===== src/rtl/pcm_pkg.sv =====
package pcm_pkg;

   typedef enum logic {
      ARB_IDLE = 1'b0,
      ARB_REQ  = 1'b1
   } arb_state_e;

   function automatic int unsigned idx_width(input int unsigned n);
      return (n > 1) ? $clog2(n) : 1;
   endfunction

endpackage


===== src/rtl/pcm_tick.sv =====
module pcm_tick #(
   parameter int unsigned PERIOD_W   = 16,
   parameter int unsigned SCALE_LOG2 = 9
) (
   input  logic                clk,
   input  logic                rst_n,
   input  logic                active,
   input  logic [PERIOD_W-1:0] period,
   input  logic                served,
   output logic                due
);
   localparam int unsigned CNT_W = PERIOD_W + SCALE_LOG2;

   logic [CNT_W-1:0] cnt_q;
   logic             pend_q;
   logic             terminal;

   // expiry when the low bits are all ones and the high bits equal the period
   assign terminal = (cnt_q == {period, {SCALE_LOG2{1'b1}}});

   always_ff @(posedge clk or negedge rst_n) begin
      if (!rst_n) begin
         cnt_q  <= '0;
         pend_q <= 1'b0;
      end else if (!active) begin
         cnt_q  <= '0;
         pend_q <= 1'b0;
      end else begin
         cnt_q <= terminal ? '0 : cnt_q + 1'b1;
         if (terminal)
            pend_q <= 1'b1;
         else if (served)
            pend_q <= 1'b0;
      end
   end

   assign due = pend_q & active;

endmodule


===== src/rtl/pcm_arb.sv =====
module pcm_arb
   import pcm_pkg::*;
#(
   parameter int unsigned NUM_CH = 4,
   parameter int unsigned CH_W   = 2
) (
   input  logic              clk,
   input  logic              rst_n,
   input  logic [NUM_CH-1:0] pend,
   input  logic              conv_ack,
   output logic              conv_req,
   output logic [CH_W-1:0]   conv_ch,
   output logic [NUM_CH-1:0] served
);
   arb_state_e      state_q;
   logic [CH_W-1:0] ch_q;
   logic [CH_W-1:0] pick;
   logic            any;
   logic            take;

   // lowest index wins: scan downward so the last hit is the lowest
   always_comb begin
      pick = '0;
      any  = 1'b0;
      for (int i = NUM_CH - 1; i >= 0; i--) begin
         if (pend[i]) begin
            pick = CH_W'(i);
            any  = 1'b1;
         end
      end
   end

   always_ff @(posedge clk or negedge rst_n) begin
      if (!rst_n) begin
         state_q <= ARB_IDLE;
         ch_q    <= '0;
      end else begin
         case (state_q)
            ARB_IDLE: if (any) begin
               state_q <= ARB_REQ;
               ch_q    <= pick;
            end
            ARB_REQ: if (conv_ack) state_q <= ARB_IDLE;
            default: state_q <= ARB_IDLE;
         endcase
      end
   end

   assign conv_req = (state_q == ARB_REQ);
   assign conv_ch  = ch_q;
   assign take     = conv_req & conv_ack;

   for (genvar i = 0; i < NUM_CH; i++) begin : g_served
      assign served[i] = take && (ch_q == CH_W'(i));
   end

endmodule


===== src/rtl/pcm_judge.sv =====
module pcm_judge #(
   parameter int unsigned NUM_CH = 4,
   parameter int unsigned CH_W   = 2,
   parameter int unsigned DATA_W = 12
) (
   input  logic                     clk,
   input  logic                     rst_n,
   input  logic                     window_mode,
   input  logic                     res_valid,
   input  logic [CH_W-1:0]          res_ch,
   input  logic [DATA_W-1:0]        res_data,
   input  logic [NUM_CH-1:0]        lo_en,
   input  logic [NUM_CH-1:0]        hi_en,
   input  logic [NUM_CH*DATA_W-1:0] lo_lim,
   input  logic [NUM_CH*DATA_W-1:0] hi_lim,
   input  logic [NUM_CH-1:0]        flag_clr,
   input  logic                     flag_clr_all,
   output logic [NUM_CH-1:0]        flags
);
   logic [NUM_CH-1:0] set_vec;
   logic [NUM_CH-1:0] clr_vec;
   logic [NUM_CH-1:0] flags_q;

   for (genvar i = 0; i < NUM_CH; i++) begin : g_ch
      logic [DATA_W-1:0] lo_i, hi_i;
      logic              below, above;
      assign lo_i  = lo_lim[i*DATA_W +: DATA_W];
      assign hi_i  = hi_lim[i*DATA_W +: DATA_W];
      assign below = lo_en[i] && (res_data < lo_i);
      assign above = hi_en[i] && (res_data > hi_i);
      assign set_vec[i] = res_valid && (res_ch == CH_W'(i)) &&
                          (!window_mode || below || above);
   end

   assign clr_vec = flag_clr | {NUM_CH{flag_clr_all}};

   always_ff @(posedge clk or negedge rst_n) begin
      if (!rst_n) flags_q <= '0;
      else        flags_q <= (flags_q & ~clr_vec) | set_vec;
   end

   assign flags = flags_q;

endmodule


===== src/rtl/pcm_monitor.sv =====
module pcm_monitor
   import pcm_pkg::*;
#(
   parameter int unsigned NUM_CH     = 4,
   parameter int unsigned PERIOD_W   = 16,
   parameter int unsigned SCALE_LOG2 = 9,
   parameter int unsigned DATA_W     = 12,
   localparam int unsigned CH_W      = idx_width(NUM_CH)
) (
   input  logic                       clk,
   input  logic                       rst_n,
   input  logic                       cfg_periodic_en,
   input  logic                       cfg_continuous,
   input  logic                       cfg_irq_sel,
   input  logic                       cfg_irq_mask,
   input  logic [NUM_CH-1:0]          ch_mon_en,
   input  logic [NUM_CH-1:0]          ch_lo_en,
   input  logic [NUM_CH-1:0]          ch_hi_en,
   input  logic [NUM_CH*PERIOD_W-1:0] ch_period,
   input  logic [NUM_CH*DATA_W-1:0]   ch_lo_lim,
   input  logic [NUM_CH*DATA_W-1:0]   ch_hi_lim,
   input  logic [NUM_CH-1:0]          flag_clr,
   input  logic                       flag_clr_all,
   output logic                       conv_req,
   output logic [CH_W-1:0]            conv_ch,
   input  logic                       conv_ack,
   input  logic                       res_valid,
   input  logic [CH_W-1:0]            res_ch,
   input  logic [DATA_W-1:0]          res_data,
   output logic [NUM_CH-1:0]          flags,
   output logic                       irq
);
   if (NUM_CH < 1) begin : g_bad_ch
      $error("pcm_monitor: NUM_CH must be at least 1");
   end
   if (PERIOD_W < 1 || SCALE_LOG2 < 1) begin : g_bad_period
      $error("pcm_monitor: PERIOD_W and SCALE_LOG2 must be at least 1");
   end
   if (DATA_W < 1) begin : g_bad_data
      $error("pcm_monitor: DATA_W must be at least 1");
   end

   logic              sched_on;
   logic              window_mode;
   logic [NUM_CH-1:0] due;
   logic [NUM_CH-1:0] served;

   assign sched_on    = cfg_periodic_en & ~cfg_continuous;
   assign window_mode = cfg_irq_sel & sched_on;

   for (genvar i = 0; i < NUM_CH; i++) begin : g_tick
      pcm_tick #(
         .PERIOD_W   (PERIOD_W),
         .SCALE_LOG2 (SCALE_LOG2)
      ) u_tick (
         .clk    (clk),
         .rst_n  (rst_n),
         .active (sched_on & ch_mon_en[i]),
         .period (ch_period[i*PERIOD_W +: PERIOD_W]),
         .served (served[i]),
         .due    (due[i])
      );
   end

   pcm_arb #(
      .NUM_CH (NUM_CH),
      .CH_W   (CH_W)
   ) u_arb (
      .clk      (clk),
      .rst_n    (rst_n),
      .pend     (due),
      .conv_ack (conv_ack),
      .conv_req (conv_req),
      .conv_ch  (conv_ch),
      .served   (served)
   );

   pcm_judge #(
      .NUM_CH (NUM_CH),
      .CH_W   (CH_W),
      .DATA_W (DATA_W)
   ) u_judge (
      .clk          (clk),
      .rst_n        (rst_n),
      .window_mode  (window_mode),
      .res_valid    (res_valid),
      .res_ch       (res_ch),
      .res_data     (res_data),
      .lo_en        (ch_lo_en),
      .hi_en        (ch_hi_en),
      .lo_lim       (ch_lo_lim),
      .hi_lim       (ch_hi_lim),
      .flag_clr     (flag_clr),
      .flag_clr_all (flag_clr_all),
      .flags        (flags)
   );

   assign irq = (|flags) & ~cfg_irq_mask;

endmodule


===== config.mk =====
export PLATFORM = sky130hd
export DESIGN_NAME = pcm_monitor
export DESIGN_NICKNAME = d
export VERILOG_FILES = /design/src/rtl/pcm_pkg.sv /design/src/rtl/pcm_tick.sv /design/src/rtl/pcm_arb.sv /design/src/rtl/pcm_judge.sv /design/src/rtl/pcm_monitor.sv
export SDC_FILE = /design/constraint.sdc
export NUM_CORES = 1
export LEC_CHECK = 0
export BUFFER_PORTS_ARGS = -buffer_cell sky130_fd_sc_hd__buf_2
export CORE_MARGIN = 1
export CORE_UTILIZATION = 59
export DETAILED_ROUTE_END_ITERATION = 7
export PLACE_DENSITY = 0.87
export SLEW_MARGIN = 30
export SYNTH_ARGS = -nofsm -noshare
export SYNTH_HDL_FRONTEND = slang
export SYNTH_SLANG_ARGS = --single-unit

===== constraint.sdc =====
create_clock -name clk -period 4.75 [get_ports clk]
set_input_delay 0.95 -clock clk [delete_from_list [all_inputs] [get_ports clk]]
set_output_delay 0.95 -clock clk [all_outputs]
set_load 0.01 [all_outputs]

==> results.cfg <==
[sta]
finalCritPeriodShare_pct = 55.8
worst_pin_slew_ns = 0.908
max_freq_mhz = 377
finalMaxSlewViolations = 0
hold_viol = 0
setup_viol = 0
skew_ns = 0.00496
hold_slack_ns = 0.482
rsz0062_at_grt = no
fin_tns_setup_ns = 0
layout_min_cycle_time_ns = 2.65
maxSlewHeadroom_pct = 39.3
worst_slack_ns = 2.10

[worst_hold_path]
min_path_cells = 1
hold_start = g_tick[1].u_tick.cnt_q[0]$_DFF_PN0_
hold_end = g_tick[1].u_tick.cnt_q[0]$_DFF_PN0_
min_path_type = reg2reg

[critical_path]
worst_ep_arrival_time_ns = 2.90
cp_max_fo = 25
r2r-end = g_tick[3].u_tick.cnt_q[16]$_DFF_PN0_
rrSetupSlack_ns = 2.38
cpMaxStageDelayCell = nand3_1
slowest_delay_ns = 0.86
reg2reg_depth = 7
path_cells = buf_2, nor2b_1, nand3_1, nor2_1
worstReg2RegStart = g_tick[3].u_tick.cnt_q[0]$_DFF_PN0_
worstSetupStartpointType = input port
cp-end-kind = flip-flop
worst_ep_required_time_ns = 5.00
critPathKind = in2reg

[detailed_routing]
via_count = 7217
wire_per_inst_um = 14.7
wirelength_um = 19600
drt-pass1-iter-count = 5
drtIter0Drc = 279
antenna_left = 0
drc = 0
viasPerCell = 5.43

[pwr]
pwr-share-seq_pct = 45.7
share_comb_of_total_power_pct = 16.5
p_leak_nw = 4.86
p_sw_share_pct = 25.7
powerDensity_nw_per_um2 = 213
peakVddDrop_uv = 155
internal_power_mw = 1.55
p_clk_share_pct = 37.8
netSwitchingPower_uw = 536

[finish]
final_cell_mix = buf_2 (205), nor2_1 (129), dfrtp_1 (111)
layout.cells.non_filler = 1329
final_common_cell = buf_2
final_core_util_pct = 72.7
fin_nets = 1442
drive_gt1_share_pct = 21.3
area_delta_synth_final_pct = 18.5
fillerInstances = 1011

[die]
start_util_pct = 61.3
dieArea_um2 = 14500
core_um2 = 13500
rows = 42
die_w_um = 120
io_pins = 207
die_y_um = 120

[placed_design]
io_buffers = 206
placed_cells = 1312
gp_congestion = 0.854
pre_cts_slack_ns = 1.83
hpwl_um = 15500

[global_route]
grt_max_degree = 87
antenna_found_initial = 2
grt.busiest_layer = met2
grt_pass1_wl_um = 32500
grt-ovfl-total = 0
use_met1_pct = 32.5
grt_use_met2_pct = 51.6
grt_usage_pct = 28.0
met3_usage_pct = 3.49
grt_pass1_vias = 7326

[clock_network]
cts_tree = yes
post_cts_buffers = 0
cts_resized = 0
hold_buffers = 0
cts_sinks = 111
cts_buffers = 9
cts-root-buf = clkbuf_16
path_clk_slew_ns = 0.07
clk_latency_ns = 0.34
ctsLongestPathBuffers = 2
cts_max_level = 3

[synthesis]
ys_ff_latch = 111
synth_edf_count = 0
ys_warn_count = 0
async_reset_ff_share_pct = 100
synth_area_um2 = 8250
synth_seq_area_share_pct = 33.7
synth.avg_cell_area_um2 = 8.76
synthCells = 942
synthFlopType = dfrtp_1
synth_cell_types = 46
syn-num-nets = 1237

[outcome]
status = finished, final reports clean

[job]
cap_violations = 0
-- stage by stage --
| step | cell area [um2] | power, mW |
|---|---|---|
| final | 9780 | 2.09 |
| after global routing | 9780 | 2.19 |
| after CTS | 9760 | 2.10 |
| after detailed placement | 9440 | 1.31 |
| after global placement | 9440 | 1.30 |
| after floorplan | 8250 | 1.14 |
-- layer usage --
| metal | wire length (um) | vias to the layer above |
|---|---|---|
| li1 | - | 3598 |
| met1 | 8120 | 3340 |
| met2 | 9930 | 242 |
| met3 | 971 | 37 |
| met4 | 563 | 0 |
| met5 | 0 | - |
-- logic make-up (layout without fill, tap and decap cells) --
logic type / after synthesis / count (layout) / share of synthesized area (%)
xor gates and xnor gates: 156 / 156 / 16.6
other: 0 / 1 / 0
adders and majority gates: 96 / 96 / 14.6
and+or+nand+nor: 362 / 362 / 22.2
buffers and inverters: 114 / 324 / 5.47
DFF: 111 / 111 / 33.7
AOI/OAI and AO/OA: 103 / 103 / 7.60
-- worst max path at each step --
| stage | startpoint | endpoint | slack [ns] | cells past startpoint |
|---|---|---|---|---|
| after CTS | cfg_periodic_en | g_tick[1].u_tick.cnt_q[7]$_DFF_PN0_ | 2.18 | 4 |
| final | cfg_periodic_en | g_tick[3].u_tick.cnt_q[16]$_DFF_PN0_ | 2.10 | 4 |
| after global placement | cfg_periodic_en | g_tick[2].u_tick.cnt_q[15]$_DFF_PN0_ | 1.93 | 4 |
| after floorplan | ch_hi_lim[47] | u_judge.flags[3]$_DFF_PN0_ | 2.54 | 8 |
| after global routing | cfg_periodic_en | g_tick[3].u_tick.cnt_q[3]$_DFF_PN0_ | 1.86 | 4 |
| after detailed placement | cfg_periodic_en | g_tick[2].u_tick.cnt_q[5]$_DFF_PN0_ | 1.83 | 4 |
-- area by class of cell --
| type | instances | area (um2) | share of cell area (%) |
|---|---|---|---|
| timing repair buffer | 207 | 1040 | 10.7 |
| tap | 176 | 220 | 2.25 |
| antenna | 1 | 2.50 | 0.0256 |
| multi-input combinational | 717 | 5040 | 51.5 |
| sequential | 111 | 2780 | 28.4 |
| inverter | 101 | 379 | 3.88 |
| clock inverter | 5 | 65.1 | 0.665 |
| clock buffer | 11 | 253 | 2.58 |
-- flip-flops by register name, summed over array words and instances (netlist names) --
register / count
u_arb.conv_ch: 2
u_arb.conv_req: 1
g_tick.u_tick.cnt_q: 100
g_tick.u_tick.pend_q: 4
u_judge.flags: 4
-- worst max-delay path, delay by kind of cell --
kind / cells / cell delay [ns]
AND/OR/NAND/NOR: 3 / 1.85
buffers and inverters: 1 / 0.08
-- power groups by stage --
| stage | sequential [mW] | clock [mW] | combinational [mW] |
|---|---|---|---|
| 5_1_grt | 0.953 | 0.839 | 0.393 |
| 2_1_floorplan | 0.972 | 0 | 0.170 |
| 3_3_place_gp | 0.972 | 0 | 0.331 |
| 6_report | 0.953 | 0.788 | 0.344 |
| 4_1_cts | 0.953 | 0.798 | 0.345 |
| 3_5_place_dp | 0.972 | 0 | 0.343 |
-- Yosys cell counts (5+ instances only) --
cell type	instances	share of area, %
a21oi_1	38	2.3
xor2_1	91	9.7
nand3_1	39	2.4
xnor2_1	65	6.9
o21a_1	5	0.45
nand2_1	73	3.3
dfrtp_1	111	34
buf_2	7	0.42
inv_1	101	4.6
nor2b_1	10	0.76
ha_1	96	15
nand2b_1	5	0.38
and3_1	8	0.61
a211oi_1	7	0.64
o211ai_1	8	0.73
nand4_1	40	3.0
a21o_1	9	0.82
nor2_1	129	5.9
and4_1	14	1.5
nor4_1	10	0.76
o21ai_0	23	1.4
nor3_1	8	0.49
(Power assumes the default switching activity.)
